<file path="src/rtl/bmg_pkg.sv">
package bmg_pkg;

    localparam int NUM_K  = 4;
    localparam int K_MIN  = 7;
    localparam int G_W    = 10;

    typedef enum logic [1:0] {
        ST_IDLE = 2'd0,
        ST_HEAD = 2'd1,
        ST_BODY = 2'd2
    } seq_state_t;

    typedef logic [NUM_K-1:0][G_W-1:0] gen_set_t;

    // selector for one lane at one table address
    function automatic logic [1:0] index_of(input int lanes, input int lane,
                                            input int addr, input int min_win,
                                            input gen_set_t ga, input gen_set_t gb);
        int k;
        int base;
        int j;
        logic [G_W-1:0] w;
        logic [G_W-1:0] mask;
        if (addr < min_win) begin
            return 2'b00;
        end
        k = 0;
        for (int t = 1; t < NUM_K; t++) begin
            if (addr >= (min_win << t)) k = t;
        end
        base = min_win << k;
        j    = (addr - base) * lanes + lane;
        w    = G_W'(j << 1);
        mask = G_W'((1 << (K_MIN + k)) - 1);
        return {^(w & mask & ga[k]), ^(w & mask & gb[k])};
    endfunction

endpackage

</file>
<file path="src/rtl/bmg_seq.sv">
module bmg_seq
    import bmg_pkg::*;
#(
    parameter int CYC_W   = 6,
    parameter int AW      = 7,
    parameter int MIN_WIN = 8
) (
    input  logic             clk,
    input  logic             rst_n,
    input  logic [1:0]       cfg_k,
    output seq_state_t       state,
    output logic [CYC_W-1:0] cnt,
    output logic [AW-1:0]    rom_addr,
    output logic             load
);

    seq_state_t        nxt;
    logic [1:0]        k_q;
    logic [AW-1:0]     win;
    logic [CYC_W-1:0]  last;

    always_comb begin
        win  = AW'(MIN_WIN) << k_q;
        last = CYC_W'(win - AW'(1));
    end

    always_comb begin
        nxt = state;
        unique case (state)
            ST_IDLE: nxt = ST_HEAD;
            ST_HEAD: nxt = ST_BODY;
            ST_BODY: nxt = (cnt == last) ? ST_HEAD : ST_BODY;
            default: nxt = ST_IDLE;
        endcase
    end

    always_ff @(posedge clk) begin
        if (!rst_n) begin
            state <= ST_IDLE;
            cnt   <= '0;
            k_q   <= '0;
        end else begin
            state <= nxt;
            if (nxt == ST_HEAD) begin
                cnt <= '0;
                k_q <= cfg_k;
            end else begin
                cnt <= cnt + CYC_W'(1);
            end
        end
    end

    always_comb begin
        load     = (nxt == ST_HEAD);
        rom_addr = win + AW'(cnt);
    end


    cyc_in_window_chk: assert property (@(posedge clk) disable iff (!rst_n)
        (state != ST_IDLE) |-> (cnt <= last));


    head_at_zero_chk: assert property (@(posedge clk) disable iff (!rst_n)
        (state == ST_HEAD) |-> (cnt == '0));


    step_wrap_chk: assert property (@(posedge clk) disable iff (!rst_n)
        (state == ST_BODY && cnt == last) |=> (state == ST_HEAD));


    cfg_hold_chk: assert property (@(posedge clk) disable iff (!rst_n)
        (state == ST_BODY) |-> $stable(k_q));

endmodule

</file>
<file path="src/rtl/bmg_index_rom.sv">
module bmg_index_rom
    import bmg_pkg::*;
#(
    parameter int       LANE    = 0,
    parameter int       LANES   = 4,
    parameter int       DEPTH   = 128,
    parameter int       AW      = 7,
    parameter int       MIN_WIN = 8,
    parameter gen_set_t GEN_A   = '0,
    parameter gen_set_t GEN_B   = '0
) (
    input  logic [AW-1:0] addr,
    output logic [1:0]    idx
);

    logic [1:0] table_w [DEPTH];

    for (genvar a = 0; a < DEPTH; a++) begin : g_entry
        localparam logic [1:0] ENTRY = index_of(LANES, LANE, a, MIN_WIN, GEN_A, GEN_B);
        assign table_w[a] = ENTRY;
    end

    assign idx = table_w[addr];

endmodule

</file>
<file path="src/rtl/bmg_metric.sv">
module bmg_metric #(
    parameter int SOFT_W = 3,
    parameter int BM_W   = SOFT_W + 1
) (
    input  logic [SOFT_W-1:0]       s_a,
    input  logic [SOFT_W-1:0]       s_b,
    output logic [3:0][BM_W-1:0]    bm
);

    localparam logic [SOFT_W-1:0] SMAX = '1;

    logic [SOFT_W-1:0] da [2];
    logic [SOFT_W-1:0] db [2];

    always_comb begin
        da[0] = s_a;
        da[1] = SMAX - s_a;
        db[0] = s_b;
        db[1] = SMAX - s_b;
    end

    for (genvar h = 0; h < 4; h++) begin : g_hyp
        assign bm[h] = BM_W'(da[(h >> 1) & 1]) + BM_W'(db[h & 1]);
    end

endmodule

</file>
<file path="src/rtl/branch_metric_gen.sv">
module branch_metric_gen
    import bmg_pkg::*;
#(
    parameter int       LANES     = 4,
    parameter int       SOFT_W    = 3,
    parameter int       ROM_DEPTH = 128,
    parameter gen_set_t GEN_A     = {10'o1167, 10'o561, 10'o371, 10'o171},
    parameter gen_set_t GEN_B     = {10'o1545, 10'o753, 10'o247, 10'o133}
) (
    input  logic                        clk,
    input  logic                        rst_n,
    input  logic [1:0]                  cfg_k,
    input  logic [SOFT_W-1:0]           sym_a,
    input  logic [SOFT_W-1:0]           sym_b,
    output logic                        step_head,
    output logic [$clog2(ROM_DEPTH)-2:0] step_cycle,
    output logic [LANES*2-1:0]          lane_idx,
    output logic [LANES*(SOFT_W+1)-1:0] lane_bm
);

    localparam int BM_W    = SOFT_W + 1;
    localparam int AW      = $clog2(ROM_DEPTH);
    localparam int CYC_W   = AW - 1;
    localparam int MIN_WIN = ROM_DEPTH / 16;
    localparam logic [BM_W:0] BM_PAIR = (BM_W+1)'(2 * ((1 << SOFT_W) - 1));

    seq_state_t            state;
    logic [CYC_W-1:0]      cnt;
    logic [AW-1:0]         rom_addr;
    logic                  load;
    logic [SOFT_W-1:0]     sa_q;
    logic [SOFT_W-1:0]     sb_q;
    logic [3:0][BM_W-1:0]  bm_all;
    logic [1:0]            idx_w [LANES];
    logic                  active;

    bmg_seq #(.CYC_W(CYC_W), .AW(AW), .MIN_WIN(MIN_WIN)) u_seq (
        .clk      (clk),
        .rst_n    (rst_n),
        .cfg_k    (cfg_k),
        .state    (state),
        .cnt      (cnt),
        .rom_addr (rom_addr),
        .load     (load)
    );

    always_ff @(posedge clk) begin
        if (!rst_n) begin
            sa_q <= '0;
            sb_q <= '0;
        end else if (load) begin
            sa_q <= sym_a;
            sb_q <= sym_b;
        end
    end

    bmg_metric #(.SOFT_W(SOFT_W), .BM_W(BM_W)) u_metric (
        .s_a (sa_q),
        .s_b (sb_q),
        .bm  (bm_all)
    );

    for (genvar l = 0; l < LANES; l++) begin : g_lane
        bmg_index_rom #(
            .LANE(l), .LANES(LANES), .DEPTH(ROM_DEPTH), .AW(AW),
            .MIN_WIN(MIN_WIN), .GEN_A(GEN_A), .GEN_B(GEN_B)
        ) u_rom (
            .addr (rom_addr),
            .idx  (idx_w[l])
        );
        always_comb begin
            lane_idx[2*l +: 2]       = active ? idx_w[l] : 2'b00;
            lane_bm[BM_W*l +: BM_W]  = active ? bm_all[idx_w[l]] : '0;
        end
    end

    always_comb begin
        active     = (state != ST_IDLE);
        step_head  = (state == ST_HEAD);
        step_cycle = active ? cnt : '0;
    end


    sym_hold_chk: assert property (@(posedge clk) disable iff (!rst_n)
        (state == ST_BODY) |-> $stable({sa_q, sb_q}));


    metric_pair_chk: assert property (@(posedge clk) disable iff (!rst_n)
        active |-> (({1'b0, bm_all[0]} + {1'b0, bm_all[3]}) == BM_PAIR));


    metric_cross_chk: assert property (@(posedge clk) disable iff (!rst_n)
        active |-> (({1'b0, bm_all[1]} + {1'b0, bm_all[2]}) == BM_PAIR));


    idle_quiet_chk: assert property (@(posedge clk)
        (state == ST_IDLE) |-> (lane_bm == '0 && lane_idx == '0 && !step_head));

endmodule

</file>
<file path="config.mk">
export PLATFORM = sky130hd
export DESIGN_NAME = branch_metric_gen
export DESIGN_NICKNAME = d
export VERILOG_FILES = /design/src/rtl/bmg_pkg.sv /design/src/rtl/bmg_seq.sv /design/src/rtl/bmg_index_rom.sv /design/src/rtl/bmg_metric.sv /design/src/rtl/branch_metric_gen.sv
export SDC_FILE = /design/constraint.sdc
export NUM_CORES = 1
export LEC_CHECK = 0
export BUFFER_PORTS_ARGS = -buffer_cell sky130_fd_sc_hd__buf_2
export CELL_PAD_IN_SITES_DETAIL_PLACEMENT = 0
export CELL_PAD_IN_SITES_GLOBAL_PLACEMENT = 2
export CORE_MARGIN = 3
export CORE_UTILIZATION = 32
export DETAILED_ROUTE_END_ITERATION = 6
export GPL_TIMING_DRIVEN = 0
export PLACE_DENSITY = 0.9
export REMOVE_ABC_BUFFERS = 1
export SYNTH_ARGS = -nofsm -noshare
export SYNTH_HDL_FRONTEND = slang
export SYNTH_SLANG_ARGS = --single-unit
</file>
<file path="constraint.sdc">
create_clock -name clk -period 3.66 [get_ports clk]
set_input_delay 0.366 -clock clk [delete_from_list [all_inputs] [get_ports clk]]
set_output_delay 0.366 -clock clk [all_outputs]
set_load 0.005 [all_outputs]
</file>
-- Yosys cells after proc, flatten, opt, wreduce, memory -nomap -nowiden
Memory sizes are Yosys's and may differ from the RTL's.
Index checks and enable logic that the tools add are counted.
W data, S select, Z words.
- add/sub/neg operators: 9
- magnitude comparators: 5
- eq/ne operators: 4
- shifts and indexed selects: 1
- mux-type cells: 27
- bitwise gates (word level): 2
- reduce and logical (&&, ||, !) cells: 3
- operator list (cell ; count):
    $bmux W4 S2 ; 4
    $mux W4 ; 8
    $mux W2 ; 13
    $add A3 B3 Y4 ; 4
    $lt A2 B3 Y1 const B ; 4
    $ge A8 B8 Y1 const B ; 1
    $not A7 Y8 ; 1
    $add A7 B6 Y7 ; 1
    $shl A4 B2 Y7 const A ; 1
    $add A6 B1 Y6 const B ; 1
    $eq A6 B6 Y1 ; 1
    $mux W6 ; 1
    $pmux W2 S3 ; 1
    $sub A3 B3 Y3 const A ; 2
    $sub A6 B1 Y6 const B ; 1
    $eq A2 B1 Y1 const B ; 2
    $eq A2 B2 Y1 const B ; 1
    $logic_not A2 Y1 ; 1
    $reduce_bool A2 Y1 ; 1
    $reduce_or A2 Y1 ; 1
    $not A1 Y1 ; 1
- flip-flop bits (word level): 16
- ROM bits: 1024
- input bits: 10
- output and inout port bits: 31
- word-level logic and storage cells: 60
- memories kept: 4
- memory list (name ; depth ; width ; read ports ; clocked after Yosys merged registers in ; write ports ; line ; text):
    (no name shown) ; 128 ; 2 ; 1 ; 0 ; 0 ; bmg_index_rom.sv:23 ; assign idx = table_w[addr];
    (no name shown) ; 128 ; 2 ; 1 ; 0 ; 0 ; bmg_index_rom.sv:23 ;
    (no name shown) ; 128 ; 2 ; 1 ; 0 ; 0 ; bmg_index_rom.sv:23 ;
    (no name shown) ; 128 ; 2 ; 1 ; 0 ; 0 ; bmg_index_rom.sv:23 ;

-- Longest topological paths before layout
- depth after elaboration: 9
- gate-level depth with buffers: 13
- gate-level depth less buffers: 11

-- By module
A second synthesis with hierarchy kept.
- cells, all modules: 294
- area total of the unflattened synthesis: 2549.9 um^2
- by module, submodules not included (module ; times used ; cells an instance ; area an instance (um^2) ; seq. area each (um^2)):
    branch_metric_gen ; 1 ; 97 ; 895.9 ; 120.1
    bmg_seq ; 1 ; 63 ; 595.6 ; 200.2
    bmg_metric ; 1 ; 42 ; 399.1 ; 0.0
    bmg_index_rom at g_lane[1].u_rom ; 1 ; 24 ; 182.7 ; 0.0
    bmg_index_rom at g_lane[2].u_rom ; 1 ; 26 ; 180.2 ; 0.0
    bmg_index_rom at g_lane[0].u_rom ; 1 ; 20 ; 150.1 ; 0.0
    bmg_index_rom at g_lane[3].u_rom ; 1 ; 22 ; 146.4 ; 0.0

-- Worst setup path after synthesis
Ideal clock, no wire load.
- kind: reg2out
- start: register u_seq.k_q[1]
- end: output lane_bm[2]
- arrival: 2.783 ns
- data required time: 3.294 ns
- slack: 0.511 ns
- stages on the path, launching flop included: 14
- buffers on the path: 2
- cell sequence: dfxtp_1 nor2_1 ha_1 inv_1 fa_1 buf_2 xor2_1 xnor2_1 a221o_1 and2_1 buf_2 a211oi_1 nor3_1 nor3b_1
- cells in the longest elaborated chain, start to end: 9
- RTL lines (what ; line ; text):
    start: declaration ; bmg_seq.sv:18 ; logic [1:0] k_q;
    start signal: assignment ; bmg_seq.sv:46 ; k_q <= cfg_k;
    $shl A4 B2 Y7 ; bmg_seq.sv:23 ; win = AW'(MIN_WIN) << k_q;
    $add A7 B6 Y7 ; bmg_seq.sv:55 ; rom_addr = win + AW'(cnt);
    $not A7 Y8 (not written as such) ; bmg_index_rom.sv:23 ;
    $mem_v2 Z128 W2 ; - ;
    $mux W2 (not written as such) (2 in a row) ; bmg_index_rom.sv:23 ;
    $bmux W4 S2 ; branch_metric_gen.sv:73 ; lane_bm[BM_W*l +: BM_W] = active ? bm_all[idx_w[l]] : '0;
    $mux W4 (not written as such) ; branch_metric_gen.sv:73 ;
    $mux W4 ; branch_metric_gen.sv:73 ;
    end: declaration ; branch_metric_gen.sv:18 ; output logic [LANES*(SOFT_W+1)-1:0] lane_bm
No other way between the ends. The select of a mux whose other input is x is not followed.

-- Worst setup path in the final report
- start: register u_seq.k_q[0]
- end: output lane_bm[10]
The elaborated chain is that of the path after synthesis.

==> metrics.md <==
| Metric | Value |
|---|---|
| Status | `finished, final reports clean` |
| Post-synthesis sequential area ratio | `0.154` |
| Setup crit end kind | `primary output` |
| Worst vdd ir | `roughly 0.00023 V` |
| Total power | `roughly 1100 uW` |
| Reg2Reg Capture Point | `u_seq.cnt[3]` |
| Cells after DPL | `364` |
| WL/cell | `around 13 um` |
| Number of global-route vias before repair | `between 1500 and 2000` |
| Hold Buf Count CTS | `0` |
| Clk slew on worst S/H paths | `around 0.060 ns` |
| Reg area | `329 um2` |
| Filler cell count | `between 600 and 700` |
| Worst r2r path cells | `8` |
| Worst EP arrival | `around 3.2 ns` |
| Largest net degree at the start of global routing | `23` |
| CTS tree | `done` |
| DRT Wirelength | `between 5000 and 6000 um` |
| Worst-Margin Slew | `about 1.1 ns` |
| Most common cell after layout, fill and taps aside | `buf_2` |
| TNS Setup | `0 ns` |
| Worst Setup EP | `lane_bm[10]` |
| Async set-reset flop share out of synthesis | `0` |
| Final number of max-transition violations | `0` |
| CP Data Required Time | `between 3 and 4 ns` |
| Initial antenna violation count | `0` |
| Yosys Warn Count | `0` |
| First-pass GRT wire length | `~8200 um` |
| Post-route cell area | `2580 um2` |
| Layout Skew | `between 0.0015 and 0.002 ns` |
| Clock buffer depth | `2` |
| Period utilization | `0.984` |
| TritonRoute pass-1 iters | `4` |
| DR vias/cell | `between 4 and 5` |
| Max_cap viols | `0` |
| NumNets Final | `around 340` |
| DR iter-0 viols | `70` |
| Root Buffer | `clkbuf_8` |
| Post-synth EDFFs | `0` |
| Average size of a mapped cell | `7.96 um2` |
| Post-synth design cell area | `approximately 2100 um2` |
| CTS Buf Count | `3` |
| Max-slew headroom | `0.290` |
| Final setup vio count | `0` |
| Worst Setup SP | `u_seq.k_q[0]` |
| Hold WC Path Type | `input pin to flop` |
| GRT overflow | `0` |
| Number of port buffers | `40` |
| Initial Utilization | `0.341` |
| Site Rows | `28` |
| ANT cells | `0` |
| H-tree depth | `1` |
| Clk_lat worst skew | `0.25 ns` |
| Synth cell types | `54` |
| Post-route antenna net violation count | `0` |
| Crit path time final | `between 3 and 4 ns` |
| R2r setup slk | `approximately 0.92 ns` |
| DRC | `0` |
| Area of the multi-input gates | `about 1700 um2` |
| Leakage | `about 0.0012 uW` |
| I/O Pins | `a little over 40` |
| Total number of vias | `between 1500 and 2000` |
| CP Max Fanout | `6` |
| Detailed Place HPWL | `between 3000 and 4000 um` |
| Tot GR Track Use | `0.135` |
| Synth Register Bits | `16` |
| Share of layout cells above drive strength 1 | `0.312` |
| Core region area | `slightly above 6000 um2` |
| Final hold slack | `about 0.35 ns` |
| Clock net sink count | `16` |
| Die area | `7490 um2` |
| Startpoint Class | `flop` |
| Final GP Congestion | `just over 0.9` |
| Non-filler cells in the finished layout | `between 300 and 400` |
| Fmax | `0.278 GHz` |
| Synthesized instance count | `261` |
| Crit path kind | `flop to primary output` |
| Chip height | `86.6 um` |
| Predominant post-synthesis flop cell | `dfxtp_1` |
| Power Dens Cells | `432 nW/um2` |
| Reg2reg start | `u_seq.k_q[0]` |
| Hold Fails Final Rpt | `0` |
| Placed instance area | `between 2000 and 2500 um2` |
| RSZ-0062 raised after global routing | `true` |
| Layout area overhead | `24.2%` |
| Die W | `between 80 and 90 um` |
| Most frequent cells in the layout | `buf_2, nor2_1, nand2_1` |
## cell families (layout without fill, tap and decap cells)
kind of cell,Yosys count,in the layout,share of synthesized area
simple gates,99,99,0.229
compound gates,51,51,0.183
buf+inv,33,80,0.0711
fa+ha+maj,25,25,0.169
xor+xnor,20,20,0.0982
mux,17,17,0.0958
flops,16,16,0.154
## worst max-delay path, stage by stage, from the launching register on
cell and delay (ns):
dfxtp_4 0.36, nor2_2 0.10, ha_2 0.19, inv_2 0.04, fa_2 0.62, nand2_1 0.11, o22ai_2 0.18, a22oi_2 0.10
o22ai_4 0.25, mux2i_1 0.29, nor3b_1 0.07, or4_1 0.52, buf_2 0.14
## state kept, by name, summed over array words and instances (netlist names)
register	count
u_seq.cnt	6
sa_q	3
sb_q	3
u_seq.k_q	2
u_seq.state	2
## power breakdown
part	switching [uW]	leakage (uW)	internal, uW	total, uW
combinational	369	0.00102	377	746
clock	62.4	0.0000288	95.6	158
sequential	21.4	0.000133	188	209
## metrics by stage
step / setup WS [ns] / util
CTS: -0.00409 / 0.395
finish: 0.0583 / 0.423
floorplan: 0.475 / -
detailed placement: -0.00437 / 0.378
global placement: -0.0165 / 0.378
global route: -0.0636 / 0.423
## cell usage after synthesis, types with 2 or more instances
master	number	area, um2
a21boi_0	8	60.1
dfxtp_1	16	320
o22ai_1	3	18.8
a21oi_1	13	65.1
inv_1	20	75.1
nor3b_1	3	22.5
nor2b_1	7	43.8
clkbuf_1	3	11.3
buf_2	4	20.0
and3_1	5	31.3
mux4_2	2	45.0
xnor2_1	13	114
mux2i_1	12	120
nand2b_1	3	18.8
and2_1	3	18.8
nand2_1	26	97.6
a22o_1	5	43.8
a211oi_1	2	15.0
o21ai_0	8	40.0
nand3_1	6	30.0
mux2_2	3	33.8
xor2_1	4	35.0
nor2_1	31	116
ha_1	20	250
nor3_1	6	30.0
fa_1	5	100
buf_4	3	22.5
## final cells by class
| class | count | share of cell area |
|---|---|---|
| multi-input cells | 212 | 0.658 |
| clock buffers | 4 | 0.0213 |
| inverters | 21 | 0.0306 |
| well taps | 75 | 0.0364 |
| repair buffers | 55 | 0.126 |
| flip-flops and latches | 16 | 0.128 |
## how the worst min path moves through the flow
stage / from / endpoint / slack (ns) / cells past startpoint
floorplan: u_seq.cnt[0] / u_seq.cnt[0] / 0.46 / 1
global placement: sb_q[2] / sb_q[2] / 0.49 / 2
detailed placement: sb_q[2] / sb_q[2] / 0.50 / 2
CTS: cfg_k[0] / u_seq.k_q[0] / 0.36 / 3
global route: sym_b[1] / sb_q[1] / 0.37 / 3
finish: cfg_k[1] / u_seq.k_q[1] / 0.35 / 3
## per-layer routing
metal  vias up  GRT usage  wire length [um]
met5         -          0                 0
met4         0     0.0397                60
met3         5     0.0124               252
met2        41      0.202              2190
met1       869      0.204              2590
li1        989          -                 -
## what timing repair did
action / in CTS / in global routing
endpoints found under the setup margin: 7 / 8
resized for setup: 11 / 15
pin swaps: 6 / 14
buffers inserted: 1 / 14
hold endpoints to repair: 0 / 0
cloned: 0 / 0
Power figures use the tool's default switching activity.
